==> src/rtl/cal_alarm_pkg.sv <==
package cal_alarm_pkg;
    localparam int FIELD_W    = 8;
    localparam int NUM_FIELDS = 6;

    typedef enum int {
        FLD_SEC   = 0,
        FLD_MIN   = 1,
        FLD_HOUR  = 2,
        FLD_WDAY  = 3,
        FLD_DATE  = 4,
        FLD_MONTH = 5
    } field_idx_e;
endpackage

==> src/rtl/cal_alarm_field_cmp.sv <==
module cal_alarm_field_cmp #(
    parameter int W = 8
) (
    input  logic [W-1:0] now_f,
    input  logic [W-1:0] alm_f,
    input  logic         en_f,
    output logic         hit_f
);
    // A masked field is always a hit; an enabled one needs full equality.
    always_comb begin
        hit_f = (!en_f) || (now_f == alm_f);
    end
endmodule

==> src/rtl/cal_alarm_irq_ctl.sv <==
module cal_alarm_irq_ctl #(
    parameter int PULSE_LEN = 4,
    localparam int CNT_W = $clog2(PULSE_LEN + 1)
) (
    input  logic clk,
    input  logic rst_n,
    input  logic match,
    input  logic pulse_mode,
    input  logic flag_clr,
    input  logic rd_clr,
    input  logic auto_clr_en,
    output logic evt,
    output logic flag,
    output logic irq_oe
);
    typedef struct packed {
        logic             evt;
        logic             flag;
        logic             irq;
        logic [CNT_W-1:0] cnt;
    } ctl_state_t;

    ctl_state_t st_q, st_d;
    logic       clr_req;

    always_comb begin
        clr_req = flag_clr || (rd_clr && auto_clr_en);
        st_d    = st_q;
        st_d.evt = match;
        // Set has priority over any clear arriving in the same cycle.
        if (match) begin
            st_d.flag = 1'b1;
        end else if (clr_req) begin
            st_d.flag = 1'b0;
        end
        if (match) begin
            st_d.cnt = CNT_W'(PULSE_LEN);
        end else if (st_q.cnt != '0) begin
            st_d.cnt = st_q.cnt - 1'b1;
        end
        st_d.irq = pulse_mode ? (st_d.cnt != '0) : st_d.flag;
    end

    always_ff @(posedge clk or negedge rst_n) begin
        if (!rst_n) begin
            st_q <= '0;
        end else begin
            st_q <= st_d;
        end
    end

    assign evt    = st_q.evt;
    assign flag   = st_q.flag;
    assign irq_oe = st_q.irq;

    p_set_wins_r6: assert property (@(posedge clk) disable iff (!rst_n)
        $past(match) |-> flag);

    p_clear_takes_r5: assert property (@(posedge clk) disable iff (!rst_n)
        $past(!match && flag_clr) |-> !flag);

    p_flag_sticky_r4: assert property (@(posedge clk) disable iff (!rst_n)
        $past(flag && !flag_clr && !(rd_clr && auto_clr_en)) |-> flag);

    p_level_follow_r7: assert property (@(posedge clk) disable iff (!rst_n)
        $past(!pulse_mode) |-> (irq_oe == flag));

    p_pulse_bound_r8: assert property (@(posedge clk) disable iff (!rst_n)
        st_q.cnt <= CNT_W'(PULSE_LEN));

    p_pulse_release_r8: assert property (@(posedge clk) disable iff (!rst_n)
        $past(pulse_mode && !match && st_q.cnt <= CNT_W'(1)) |-> !irq_oe);
endmodule

==> src/rtl/cal_alarm_irq.sv <==
module cal_alarm_irq
    import cal_alarm_pkg::*;
#(
    parameter int FW        = FIELD_W,
    parameter int NF        = NUM_FIELDS,
    parameter int PULSE_LEN = 4,
    localparam int VEC_W    = FW * NF
) (
    input  logic             clk,
    input  logic             rst_n,
    input  logic             tick,
    input  logic [VEC_W-1:0] time_now,
    input  logic [VEC_W-1:0] alarm_val,
    input  logic [NF-1:0]    alarm_en,
    input  logic             pulse_mode,
    input  logic             flag_clr,
    input  logic             rd_clr,
    input  logic             auto_clr_en,
    output logic             alarm_evt,
    output logic             alarm_flag,
    output logic             irq_oe
);
    logic [NF-1:0] hits;
    logic          match;

    for (genvar i = 0; i < NF; i++) begin : g_field
        cal_alarm_field_cmp #(.W(FW)) u_cmp (
            .now_f (time_now[i*FW +: FW]),
            .alm_f (alarm_val[i*FW +: FW]),
            .en_f  (alarm_en[i]),
            .hit_f (hits[i])
        );
    end

    always_comb begin
        match = tick && (|alarm_en) && (&hits);
    end

    cal_alarm_irq_ctl #(.PULSE_LEN(PULSE_LEN)) u_ctl (
        .clk         (clk),
        .rst_n       (rst_n),
        .match       (match),
        .pulse_mode  (pulse_mode),
        .flag_clr    (flag_clr),
        .rd_clr      (rd_clr),
        .auto_clr_en (auto_clr_en),
        .evt         (alarm_evt),
        .flag        (alarm_flag),
        .irq_oe      (irq_oe)
    );

    p_evt_needs_tick_r1: assert property (@(posedge clk) disable iff (!rst_n)
        alarm_evt |-> $past(tick));

    p_no_enables_r3: assert property (@(posedge clk) disable iff (!rst_n)
        $past(alarm_en == '0) |-> !alarm_evt);
endmodule

==> config.mk <==
export PLATFORM = sky130hd
export DESIGN_NAME = cal_alarm_irq
export DESIGN_NICKNAME = d
export VERILOG_FILES = /design/src/rtl/cal_alarm_pkg.sv /design/src/rtl/cal_alarm_field_cmp.sv /design/src/rtl/cal_alarm_irq_ctl.sv /design/src/rtl/cal_alarm_irq.sv
export SDC_FILE = /design/constraint.sdc
export NUM_CORES = 1
export LEC_CHECK = 0
export BUFFER_PORTS_ARGS = -buffer_cell sky130_fd_sc_hd__buf_2
export CAP_MARGIN = 20
export CELL_PAD_IN_SITES_DETAIL_PLACEMENT = 1
export CELL_PAD_IN_SITES_GLOBAL_PLACEMENT = 2
export CORE_MARGIN = 2
export CORE_UTILIZATION = 15
export CTS_CLUSTER_SIZE = 12
export DETAILED_ROUTE_END_ITERATION = 7
export MAX_ROUTING_LAYER = met4
export PLACE_DENSITY_LB_ADDON = 0.1
export SLEW_MARGIN = 40
export SYNTH_ARGS = -nofsm -noshare
export SYNTH_HDL_FRONTEND = slang
export SYNTH_SLANG_ARGS = --single-unit
==> constraint.sdc <==
create_clock -name clk -period 2.22 [get_ports clk]
set_input_delay 0.666 -clock clk [delete_from_list [all_inputs] [get_ports clk]]
set_output_delay 0.666 -clock clk [all_outputs]
set_load 0.02 [all_outputs]
==> summary.txt <==
Outcome
  • Status: finished clean

GRT
  • GR met3 Demand/Resource: 2.262%
  • Global-route wire length before repair: 5368 um
  • Grt met1 use: 10.52%
  • Initial antenna violation count: 0
  • Grt ovf: 0
  • Via count of the first global-routing pass: 1288
  • GRT Overall Usage: 11.09%
  • M2 GR Usage: 21.68%
  • Top Usage Layer GRT: met2
  • Largest net degree at the start of global routing: 7

Detailed routing
  • Iteration count of the initial detailed-routing pass: 4
  • Drt via density: about 4.1
  • DR WL/cell: 12.04 um
  • Vias after detailed routing: between 1000 and 1500
  • Routed Antenna Nets: 0
  • Routed wire length: about 3500 um
  • DR iter-0 viols: 12
  • DR DRC count: 0

Synthesis
  • Register area share after synthesis: 17.42%
  • Seq cells post-synth: 6
  • Mapped Area: 862.1 um^2
  • Post-synth net total: about 210
  • Post-Syn Area per Cell: approximately 8.5 um^2
  • Syn Inst Count: 101
  • Total of warnings raised by yosys: 0
  • Synth cell types: 20

Floorplan
  • DIE AREA: 0.006370 mm^2
  • Starting Density: 15.56%
  • Die height: 79.81 um
  • Row cnt: 27
  • Chip width: ~80 um
  • Core ar.: roughly 0.0055 mm^2
  • Num ports: 112

Critical path
  • Nature of the critical path startpoint: input pin
  • Critical path data arrival time: between 1.5 and 2 ns
  • Critical Path RT: 2.33 ns
  • R2r startpoint: u_ctl.st_q[0]$_DFF_PN0_
  • CP startpoint: alarm_en[0]
  • Worst setup EP type: register
  • Max Fanout on Critical Path: 3
  • Critical path type: input pin to register

STA
  • Max Slew Vio Count: 0
  • Worst Clk Skew: 0.0004838 ns
  • Setup-failing EPs final: 0
  • Slew HR: 77.48%
  • Final min period: 1.828 ns
  • Final hold violations: 0
  • Crit share post-route: around 80%
  • Final Hold Slack: ~0.27 ns
  • Unrepaired setup endpoints after global routing: no
  • Setup TNS: 0 ns
  • Slew at the pin closest to its max-slew limit: 0.3343 ns
  • Max Freq: 0.5471 GHz

Clock network
  • Root buf cell: clkbuf_8
  • Postcts setup bufs: 0
  • Cts hold-fix bufs: 0
  • CTS tree: done
  • Clk buf depth: 2
  • CTS buffer count: 3
  • Worst-path clk slew: 0.03 ns
  • Later-pin clock latency in the skew report: 0.22 ns
  • Clock sink count: 6
  • CTS H-tree depth: 1
  • # resized after CTS: 0

Job
  • Max capacitance violation total: 0

Hold path
  • Tightest Hold Check Type: input pin to asynchronous set/reset pin

Pwr
  • Pleak: between 0.7 and 0.8 nW
  • PD cells: 448.0 mW/mm^2
  • Tot Pwr: 0.6940 mW
  • VDD IR-drop max: 0.2201 mV

Final layout
  • FILL cells: 723
  • Area Overhead vs Synth: 79.68%
  • Final net count: about 330
  • Layout cell share with drive strength beyond 1: a little over half
  • Multi-input logic area: 689.4 um^2
  • Ant diodes: 0
  • Fin cells: 287
  • Finished Core Util: 27.96%
  • Register Area: 150.1 um^2

Placement
  • HPWL Detailed: 3413 um
  • Placed cell count: approximately 280
  • Gpl congestion: slightly above 0.7
  • IO Port Bufs: 111
==> path summary, 6_finish.rpt <==
path | end | slack [ns] | cells past startpoint
setup / recovery | u_ctl.st_q[2]$_DFF_PN0_ | 0.39 | 5
hold / removal | u_ctl.st_q[1]$_DFF_PN0_ | 0.27 | 1
min in group clk | u_ctl.flag$_DFF_PN0_ | 0.57 | 2
setup reg to reg | u_ctl.irq_oe$_DFF_PN0_ | 0.68 | 8
hold reg to reg | u_ctl.flag$_DFF_PN0_ | 0.57 | 2
max in group asynchronous | u_ctl.st_q[2]$_DFF_PN0_ | 1.81 | 1
==> Yosys cell counts (all sizes together) <==
| cell | number | area, um^2 |
|---|---|---|
| a21o | 1 | 7.510 |
| a21oi | 2 | 10.01 |
| a31oi | 1 | 6.260 |
| and3 | 1 | 6.260 |
| and4 | 1 | 11.26 |
| dfrtp | 6 | 150.1 |
| ha | 3 | 37.54 |
| inv | 6 | 22.52 |
| nand2 | 1 | 3.750 |
| nand2b | 1 | 6.260 |
| nand3 | 1 | 5.000 |
| nand3b | 1 | 7.510 |
| nand4 | 13 | 81.33 |
| nor2 | 2 | 7.510 |
| o21ai | 9 | 45.04 |
| o221ai | 1 | 8.760 |
| o31a | 1 | 8.760 |
| or4 | 1 | 7.510 |
| xnor2 | 48 | 420.4 |
| xor2 | 1 | 8.760 |
==> cell usage in the layout, fill, tap and decap left out, types with 2 or more instances in the layout <==
master    Yosys  routed
ha_1          3       3
dfrtp_1       6       6
o21ai_0       9       9
xnor2_1      48      48
inv_1         6       6
clkbuf_8      0       3
nand4_1      13      13
nor2_1        2       2
a21oi_1       2       2
buf_2         0     111
==> layer usage <==
| layer | up-vias | wire length [um] |
|---|---|---|
| met4 | 0 | 70 |
| li1 | 580 | - |
| met2 | 58 | 1998 |
| met1 | 527 | 1136 |
| met5 | - | 0 |
| met3 | 8 | 250 |
==> cell families after synthesis <==
| logic type | share of synthesized area [%] |
|---|---|
| flip-flops | 17.42 |
| adder cells (fa/ha/maj) | 4.355 |
| AO/OA/AOI/OAI | 10.02 |
| buffers and inverters | 2.612 |
| XOR/XNOR | 49.78 |
| AND/OR/NAND/NOR | 15.82 |
==> layout make-up <==
type                            instances  share of cell area, %
Timing Repair Buffer                  111                  35.86
Tap cell                               72                  5.816
Sequential cell                         6                  9.693
Inverter                                6                  1.454
Multi-Input combinational cell         89                  44.51
Clock buffer                            3                  2.666
==> worst max-delay path: stages <==
cell and delay [ns]:
buf_2 0.10, or4_1 0.52, o31a_1 0.27, and4_4 0.20, a21o_1 0.17
==> power breakdown <==
part | leakage (nW) | total (mW) | switching [mW] | internal [mW]
Sequential | 0.0770 | 0.160 | 0.0192 | 0.141
Combinational | 0.644 | 0.376 | 0.177 | 0.199
Clock | 0.0216 | 0.157 | 0.0415 | 0.116
Total | 0.743 | 0.694 | 0.237 | 0.457
==> state kept, by name, indices dropped and copies added, names as in the netlist <==
name / flops
u_ctl.irq_oe: 1
u_ctl.evt: 1
u_ctl.flag: 1
u_ctl.st_q: 3
==> through the flow <==
| stage | setup slack (ns) | area, um^2 |
|---|---|---|
| 2_1_floorplan | 0.3289 | 862.1 |
| 3_3_place_gp | 0.1827 | 1508 |
| 3_5_place_dp | 0.1633 | 1508 |
| 4_1_cts | 0.3905 | 1549 |
| 5_1_grt | 0.3143 | 1549 |
| 6_report | 0.3923 | 1549 |
Note: power is estimated with default switching activity, not from simulation.
